**src/rtl/dac_host_pkg.sv**
```systemverilog
package dac_host_pkg;
  localparam int DATA_W    = 8;
  localparam int ADDR_W    = 4;
  localparam int CUR_EXT_W = 2;
  localparam int N_REG     = 10;
  localparam int N_AXIS    = 2;
  localparam int POS_BASE  = 6;

  typedef enum logic [ADDR_W-1:0] {
    SEL_WADDR = 4'd0,
    SEL_CTL0  = 4'd1,
    SEL_CTL1  = 4'd2,
    SEL_CTL2  = 4'd3,
    SEL_STAT  = 4'd4,
    SEL_CDATA = 4'd5,
    SEL_XLO   = 4'd6,
    SEL_XHI   = 4'd7,
    SEL_YLO   = 4'd8,
    SEL_YHI   = 4'd9
  } reg_sel_e;

  // control field positions
  localparam int CTL0_DAC8_BIT = 1;
  localparam int CTL0_SOG_BIT  = 3;
  localparam int CTL0_IND_BIT  = 7;
  localparam int CTL2_ILACE_BIT = 3;
  localparam int EXT_SIZE_BIT   = 2;
endpackage

```
**src/rtl/dac_host_decode.sv**
```systemverilog
module dac_host_decode
  import dac_host_pkg::*;
(
  input  logic [ADDR_W-1:0] addr_i,
  input  logic              wr_i,
  input  logic              ind_en_i,
  input  logic              idx_zero_i,
  output logic              waddr_we_o,
  output logic              cdata_we_o,
  output logic [2:0]        ctl_we_o,
  output logic              ext_we_o,
  output logic [2*N_AXIS-1:0] pos_we_o
);
  logic [N_REG-1:0] hit;

  for (genvar k = 0; k < N_REG; k++) begin : g_hit
    assign hit[k] = wr_i && (addr_i == ADDR_W'(k));
  end

  for (genvar c = 0; c < 3; c++) begin : g_ctl
    assign ctl_we_o[c] = hit[int'(SEL_CTL0) + c];
  end

  for (genvar p = 0; p < 2*N_AXIS; p++) begin : g_pos
    assign pos_we_o[p] = hit[POS_BASE + p];
  end

  assign waddr_we_o = hit[SEL_WADDR];
  assign cdata_we_o = hit[SEL_CDATA];
  // status port is writable only through the indirect window at index 0
  assign ext_we_o   = hit[SEL_STAT] && ind_en_i && idx_zero_i;
endmodule

```
**src/rtl/dac_cursor_ptr.sv**
```systemverilog
module dac_cursor_ptr #(
  parameter int LO_W  = 8,
  parameter int EXT_W = 2,
  localparam int PTR_W = LO_W + EXT_W
) (
  input  logic             clk_i,
  input  logic             rst_ni,
  input  logic             lo_we_i,
  input  logic [LO_W-1:0]  lo_d_i,
  input  logic             ext_we_i,
  input  logic [EXT_W-1:0] ext_d_i,
  input  logic             inc_i,
  output logic [PTR_W-1:0] ptr_o
);
  logic [PTR_W-1:0] ptr_q, ptr_d;

  always_comb begin
    ptr_d = ptr_q;
    if (lo_we_i)       ptr_d[LO_W-1:0]     = lo_d_i;
    else if (ext_we_i) ptr_d[PTR_W-1:LO_W] = ext_d_i;
    else if (inc_i)    ptr_d               = ptr_q + PTR_W'(1);
  end

  always_ff @(posedge clk_i or negedge rst_ni) begin
    if (!rst_ni) ptr_q <= '0;
    else         ptr_q <= ptr_d;
  end

  assign ptr_o = ptr_q;
endmodule

```
**src/rtl/dac_ctrl_regs.sv**
```systemverilog
module dac_ctrl_regs
  import dac_host_pkg::*;
#(
  parameter int POS_W = 12,
  localparam int HI_W  = POS_W - DATA_W,
  localparam int EXT_HI_W = DATA_W - CUR_EXT_W
) (
  input  logic                clk_i,
  input  logic                rst_ni,
  input  logic [DATA_W-1:0]   wdata_i,
  input  logic [2:0]          ctl_we_i,
  input  logic                ext_we_i,
  input  logic [2*N_AXIS-1:0] pos_we_i,
  output logic [DATA_W-1:0]   ctl_o [3],
  output logic [EXT_HI_W-1:0] ext_hi_o,
  output logic [DATA_W-1:0]   pos_lo_o [N_AXIS],
  output logic [HI_W-1:0]     pos_hi_o [N_AXIS]
);
  for (genvar c = 0; c < 3; c++) begin : g_ctl
    logic [DATA_W-1:0] q;
    always_ff @(posedge clk_i or negedge rst_ni) begin
      if (!rst_ni)         q <= '0;
      else if (ctl_we_i[c]) q <= wdata_i;
    end
    assign ctl_o[c] = q;
  end

  logic [EXT_HI_W-1:0] ext_hi_q;
  always_ff @(posedge clk_i or negedge rst_ni) begin
    if (!rst_ni)       ext_hi_q <= '0;
    else if (ext_we_i) ext_hi_q <= wdata_i[DATA_W-1:CUR_EXT_W];
  end
  assign ext_hi_o = ext_hi_q;

  for (genvar a = 0; a < N_AXIS; a++) begin : g_axis
    logic [DATA_W-1:0] lo_q;
    logic [HI_W-1:0]   hi_q;
    always_ff @(posedge clk_i or negedge rst_ni) begin
      if (!rst_ni) begin
        lo_q <= '0;
        hi_q <= '0;
      end else begin
        if (pos_we_i[2*a])   lo_q <= wdata_i;
        if (pos_we_i[2*a+1]) hi_q <= wdata_i[HI_W-1:0];
      end
    end
    assign pos_lo_o[a] = lo_q;
    assign pos_hi_o[a] = hi_q;
  end
endmodule

```
**src/rtl/dac_host_regs.sv**
```systemverilog
module dac_host_regs
  import dac_host_pkg::*;
#(
  parameter int POS_W = 12,
  localparam int CUR_AW = DATA_W + CUR_EXT_W,
  localparam int HI_W   = POS_W - DATA_W,
  localparam int EXT_HI_W = DATA_W - CUR_EXT_W
) (
  input  logic              clk_i,
  input  logic              rst_ni,
  input  logic [ADDR_W-1:0] addr_i,
  input  logic [DATA_W-1:0] wdata_i,
  input  logic              wr_i,
  input  logic              rd_i,
  output logic [DATA_W-1:0] rdata_o,
  input  logic [DATA_W-1:0] status_i,
  output logic              cur_we_o,
  output logic [CUR_AW-1:0] cur_addr_o,
  output logic [DATA_W-1:0] cur_wdata_o,
  output logic              dac_8bit_o,
  output logic              sync_on_green_o,
  output logic [1:0]        cursor_mode_o,
  output logic              cursor_en_o,
  output logic              cursor_interlace_o,
  output logic              cursor_64_o,
  output logic [POS_W-1:0]  cursor_x_o,
  output logic [POS_W-1:0]  cursor_y_o
);
  logic                waddr_we, cdata_we, ext_we;
  logic [2:0]          ctl_we;
  logic [2*N_AXIS-1:0] pos_we;
  logic [CUR_AW-1:0]   ptr;
  logic [DATA_W-1:0]   ctl [3];
  logic [EXT_HI_W-1:0] ext_hi;
  logic [DATA_W-1:0]   pos_lo [N_AXIS];
  logic [HI_W-1:0]     pos_hi [N_AXIS];
  logic                ind_en;
  logic                idx_zero;
  logic [DATA_W-1:0]   ext_rd;
  logic [DATA_W-1:0]   rd_mux;

  assign ind_en   = ctl[0][CTL0_IND_BIT];
  assign idx_zero = (ptr[DATA_W-1:0] == '0);

  dac_host_decode u_dec (
    .addr_i     (addr_i),
    .wr_i       (wr_i),
    .ind_en_i   (ind_en),
    .idx_zero_i (idx_zero),
    .waddr_we_o (waddr_we),
    .cdata_we_o (cdata_we),
    .ctl_we_o   (ctl_we),
    .ext_we_o   (ext_we),
    .pos_we_o   (pos_we)
  );

  dac_cursor_ptr #(.LO_W(DATA_W), .EXT_W(CUR_EXT_W)) u_ptr (
    .clk_i    (clk_i),
    .rst_ni   (rst_ni),
    .lo_we_i  (waddr_we),
    .lo_d_i   (wdata_i),
    .ext_we_i (ext_we),
    .ext_d_i  (wdata_i[CUR_EXT_W-1:0]),
    .inc_i    (cdata_we),
    .ptr_o    (ptr)
  );

  dac_ctrl_regs #(.POS_W(POS_W)) u_regs (
    .clk_i    (clk_i),
    .rst_ni   (rst_ni),
    .wdata_i  (wdata_i),
    .ctl_we_i (ctl_we),
    .ext_we_i (ext_we),
    .pos_we_i (pos_we),
    .ctl_o    (ctl),
    .ext_hi_o (ext_hi),
    .pos_lo_o (pos_lo),
    .pos_hi_o (pos_hi)
  );

  assign ext_rd = {ext_hi, ptr[CUR_AW-1:DATA_W]};

  always_comb begin
    unique case (addr_i)
      SEL_WADDR: rd_mux = ptr[DATA_W-1:0];
      SEL_CTL0:  rd_mux = ctl[0];
      SEL_CTL1:  rd_mux = ctl[1];
      SEL_CTL2:  rd_mux = ctl[2];
      SEL_STAT:  rd_mux = !ind_en ? status_i : (idx_zero ? ext_rd : '0);
      SEL_XLO:   rd_mux = pos_lo[0];
      SEL_XHI:   rd_mux = DATA_W'(pos_hi[0]);
      SEL_YLO:   rd_mux = pos_lo[1];
      SEL_YHI:   rd_mux = DATA_W'(pos_hi[1]);
      default:   rd_mux = '0;
    endcase
  end

  assign rdata_o     = rd_i ? rd_mux : '0;
  assign cur_we_o    = cdata_we;
  assign cur_addr_o  = ptr;
  assign cur_wdata_o = wdata_i;

  assign dac_8bit_o         = ctl[0][CTL0_DAC8_BIT];
  assign sync_on_green_o    = ctl[0][CTL0_SOG_BIT];
  assign cursor_mode_o      = ctl[2][1:0];
  assign cursor_en_o        = |ctl[2][1:0];
  assign cursor_interlace_o = ctl[2][CTL2_ILACE_BIT];
  assign cursor_64_o        = ext_hi[EXT_SIZE_BIT-CUR_EXT_W];
  assign cursor_x_o         = {pos_hi[0], pos_lo[0]};
  assign cursor_y_o         = {pos_hi[1], pos_lo[1]};
endmodule

```
**config.mk**
```make
export PLATFORM = sky130hd
export DESIGN_NAME = dac_host_regs
export DESIGN_NICKNAME = d
export VERILOG_FILES = /design/src/rtl/dac_host_pkg.sv /design/src/rtl/dac_host_decode.sv /design/src/rtl/dac_cursor_ptr.sv /design/src/rtl/dac_ctrl_regs.sv /design/src/rtl/dac_host_regs.sv
export SDC_FILE = /design/constraint.sdc
export NUM_CORES = 1
export LEC_CHECK = 0
export BUFFER_PORTS_ARGS = -buffer_cell sky130_fd_sc_hd__buf_2
export CORE_ASPECT_RATIO = 2
export CORE_UTILIZATION = 24
export DETAILED_ROUTE_END_ITERATION = 8
export MAX_ROUTING_LAYER = met4
export REMOVE_ABC_BUFFERS = 1
export SYNTH_ARGS = -nofsm -noshare
export SYNTH_HDL_FRONTEND = slang
export SYNTH_HIERARCHICAL = 1
export SYNTH_SLANG_ARGS = --single-unit
```
**constraint.sdc**
```tcl
create_clock -name clk_i -period 4.3 [get_ports clk_i]
set_clock_uncertainty 0.05 [all_clocks]
set_input_delay 1.29 -clock clk_i [delete_from_list [all_inputs] [get_ports clk_i]]
set_output_delay 1.29 -clock clk_i [all_outputs]
set_load 0.005 [all_outputs]
```
==> impl_metrics.tcl <==
set metrics [dict create \
    slowest_delay_ns 0.56 \
    rsz0062_at_grt "false" \
    crit_type "in2out" \
    grt_pass1_vias 3058 \
    seqCellArea_mm2 0.001602 \
    num_io_pins 82 \
    die_y_um 176.7 \
    synth_area_leader_cell "dfrtp_1" \
    gp_congestion 0.9158 \
    setup_viol 0 \
    ys_types 52 \
    drv_slew 0 \
    grt-ovfl-total 0 \
    max-vdd-ir-drop_uv 212.4 \
    p_switching_uw 619.8 \
    hold_class "reg2reg" \
    antennaDiodeCount 0 \
    num_vias 2823 \
    pwr-share-clk_pct 39.5 \
    drive_above_1_share_pct 47.68 \
    detail-route-antenna-nets 0 \
    rrSetupSlack_ns 1.51 \
    grt_max_degree 36 \
    post_drt_wl_per_cell_um 19.43 \
    grt_pass1_wl_um 17570 \
    via_per_inst 4.842 \
    p_comb_share_pct 22.0 \
    hpwl_um 8710 \
    start_util_pct 24.59 \
    synth_seq_cells 64 \
    post_cts_buffers 0 \
    cts_buffer_depth 2 \
    area_delta_synth_final_pct 27.60 \
    routed_wl_um 11330 \
    layout_commonest_cell "buf_2" \
    cts.repair.resized 0 \
    grt_usage_pct 15.76 \
    yosysWarnings 6 \
    drt-pass1-iter-count 4 \
    layoutNonFillerInstCount 583 \
    totalPowerFinal_mw 2.289 \
    synth_edf_count 0 \
    final_cell_mix "buf_2, dfrtp_1, mux2_4" \
    nets 408 \
    clkLatencyLatePin_ns 0.33 \
    io_buffers 81 \
    fmax_mhz 234.9 \
    cp_slowest_cell "or4b_4" \
    synth_ff_type "dfrtp_1" \
    multi_input_area_mm2 0.001873 \
    synthArstFlopShare_pct 100.0 \
    finalSetupTns_ns 0 \
    ys_seq_area_share_pct 43.72 \
    clk_pin_slew_worst_paths_ns 0.05 \
    powerDensity_mw_per_mm2 489.7 \
    dp.cells 567 \
    status "complete, no violations" \
    core-area_mm2 0.01490 \
    die_x_um 89.37 \
    htreeDepth 3 \
    drtIter0Drc 134 \
    utilization_pct 31.38 \
    cts_hold_buf 0 \
    cts_sinks 64 \
    synth_area_mm2 0.003664 \
    rows 63 \
    end_kind "output pin" \
    clockRootBuffer "clkbuf_16" \
    crit_required_ns 2.96 \
    fp.dieArea_mm2 0.01579 \
    fin_crit_ns 4.256 \
    arrival_ns 2.92 \
    p_leak_nw 2.123 \
    cts_tree "built" \
    syn_inst 295 \
    slew_headroom_pct 46.95 \
    synth_area_per_cell_um2 12.42 \
    path_max_fanout 4 \
    seq_power_share_pct 38.6 \
    yosysTopAreaCellShare_pct 43.72 \
    p_sw_share_pct 27.08 \
    worst_pin_slew_ns 0.7957 \
    drc 0 \
    path_common_cell "buf_2" \
    antenna_found_initial 0 \
    synth.area.top_cells "dfrtp_1, mux2_4, mux2_2, mux4_2, mux2i_1" \
    p_int_mw 1.669 \
    fillCellCount 1520 \
    max-cap-violations 0 \
    period_share_pct 98.99 \
    crit_chain "buf_2 -> or4b_4 -> nor4_4 -> buf_4 -> nand2_1 -> a21oi_1 -> buf_2" \
    cts_made_buffers 9 \
    hold_viol 0 \
    critPathLaunchType "input pin" \
]
-- stage by stage --
step | hold slack, ns | setup WS (ns) | area [µm²]
after floorplan | 0.4246 | 0.3033 | 3490
after global placement | 0.4398 | 0.1058 | 4305
after CTS | 0.4582 | 0.08217 | 4674
after detailed placement | 0.4428 | 0.08829 | 4305
final | 0.4624 | 0.04362 | 4674
after global routing | 0.4729 | 0.009351 | 4674
-- worst max-delay path, delay by kind of cell --
kind	cells	cell delay (ns)
buffers and inverters	3	0.48
AO/OA/AOI/OAI	1	0.22
AND/OR/NAND/NOR	3	0.91
-- per-layer routing --
layer / part of all wire, % / track usage (%) / up-vias / wire [µm]
met2: 54 / 26.88 / 91 / 6167
met5: 0 / - / - / 0
met4: 5.7 / 9.854 / 0 / 648
li1: - / - / 1279 / -
met1: 36 / 16.48 / 1421 / 4112
met3: 3.5 / 2.472 / 32 / 400
-- area by class of cell --
cell class                      instances  area share, %
Multi-Input combinational cell        201          40.07
Sequential cell                        64          34.26
Timing Repair Buffer                  100          11.99
Tap cell                              195          5.219
Clock buffer                           10          5.112
Clock inverter                          6          2.784
Inverter                                7         0.5621
-- flip-flops by register name (all words and copies together), names as in the netlist --
signal and flops:
u_regs/g_ctl.q 24, u_regs/g_axis.lo_q 16, u_ptr/ptr_o 10, u_regs/g_axis.hi_q 8, u_regs/ext_hi_o 6
-- power by group through the flow --
stage	Combinational [mW]	Sequential, mW	Clock (mW)
final	0.503	0.883	0.904
after global placement	0.494	0.887	0
after global routing	0.545	0.907	0.943
after CTS	0.505	0.885	0.915
after detailed placement	0.503	0.893	0
after floorplan	0.286	0.855	0
-- path summary, 6_finish.rpt --
kind                                                       start                                   end  cells past startpoint
min in group asynchronous                                 rst_ni  u_regs/g_axis[0].lo_q[1]$_DFFE_PN0P_                      1
worst max-delay path                                   addr_i[3]                            rdata_o[0]                      7
worst min-delay path            u_regs/g_ctl[0].q[0]$_DFFE_PN0P_      u_regs/g_ctl[0].q[0]$_DFFE_PN0P_                      1
max in group asynchronous                                 rst_ni  u_regs/g_axis[1].lo_q[5]$_DFFE_PN0P_                      2
worst max register to register        u_ptr/ptr_o[0]$_DFFE_PN0P_            u_ptr/ptr_o[8]$_DFFE_PN0P_                      7
worst min register to register  u_regs/g_ctl[0].q[0]$_DFFE_PN0P_      u_regs/g_ctl[0].q[0]$_DFFE_PN0P_                      1
-- synthesized netlist by cell type (6+ instances only) --
cell	n
nand3_1	8
mux2_2	10
clkbuf_1	6
dfrtp_1	64
buf_6	7
nand2_1	21
a21oi_1	7
buf_4	9
nor2_1	14
mux2_4	46
mux2i_1	11
or4_1	8
inv_1	7
-- cells by family (layout without fill, tap and decap cells) --
family / count (synthesis) / in the layout / synth area share, %
AOI/OAI and AO/OA: 46 / 46 / 8.811
xor gates and xnor gates: 2 / 2 / 0.4782
adders and majority gates: 1 / 1 / 0.3415
buffers and inverters: 30 / 123 / 5.464
DFF: 64 / 64 / 43.72
muxes: 72 / 72 / 28.01
and+or+nand+nor: 80 / 80 / 13.18
No activity file was read; power rests on OpenSTA's default activity.
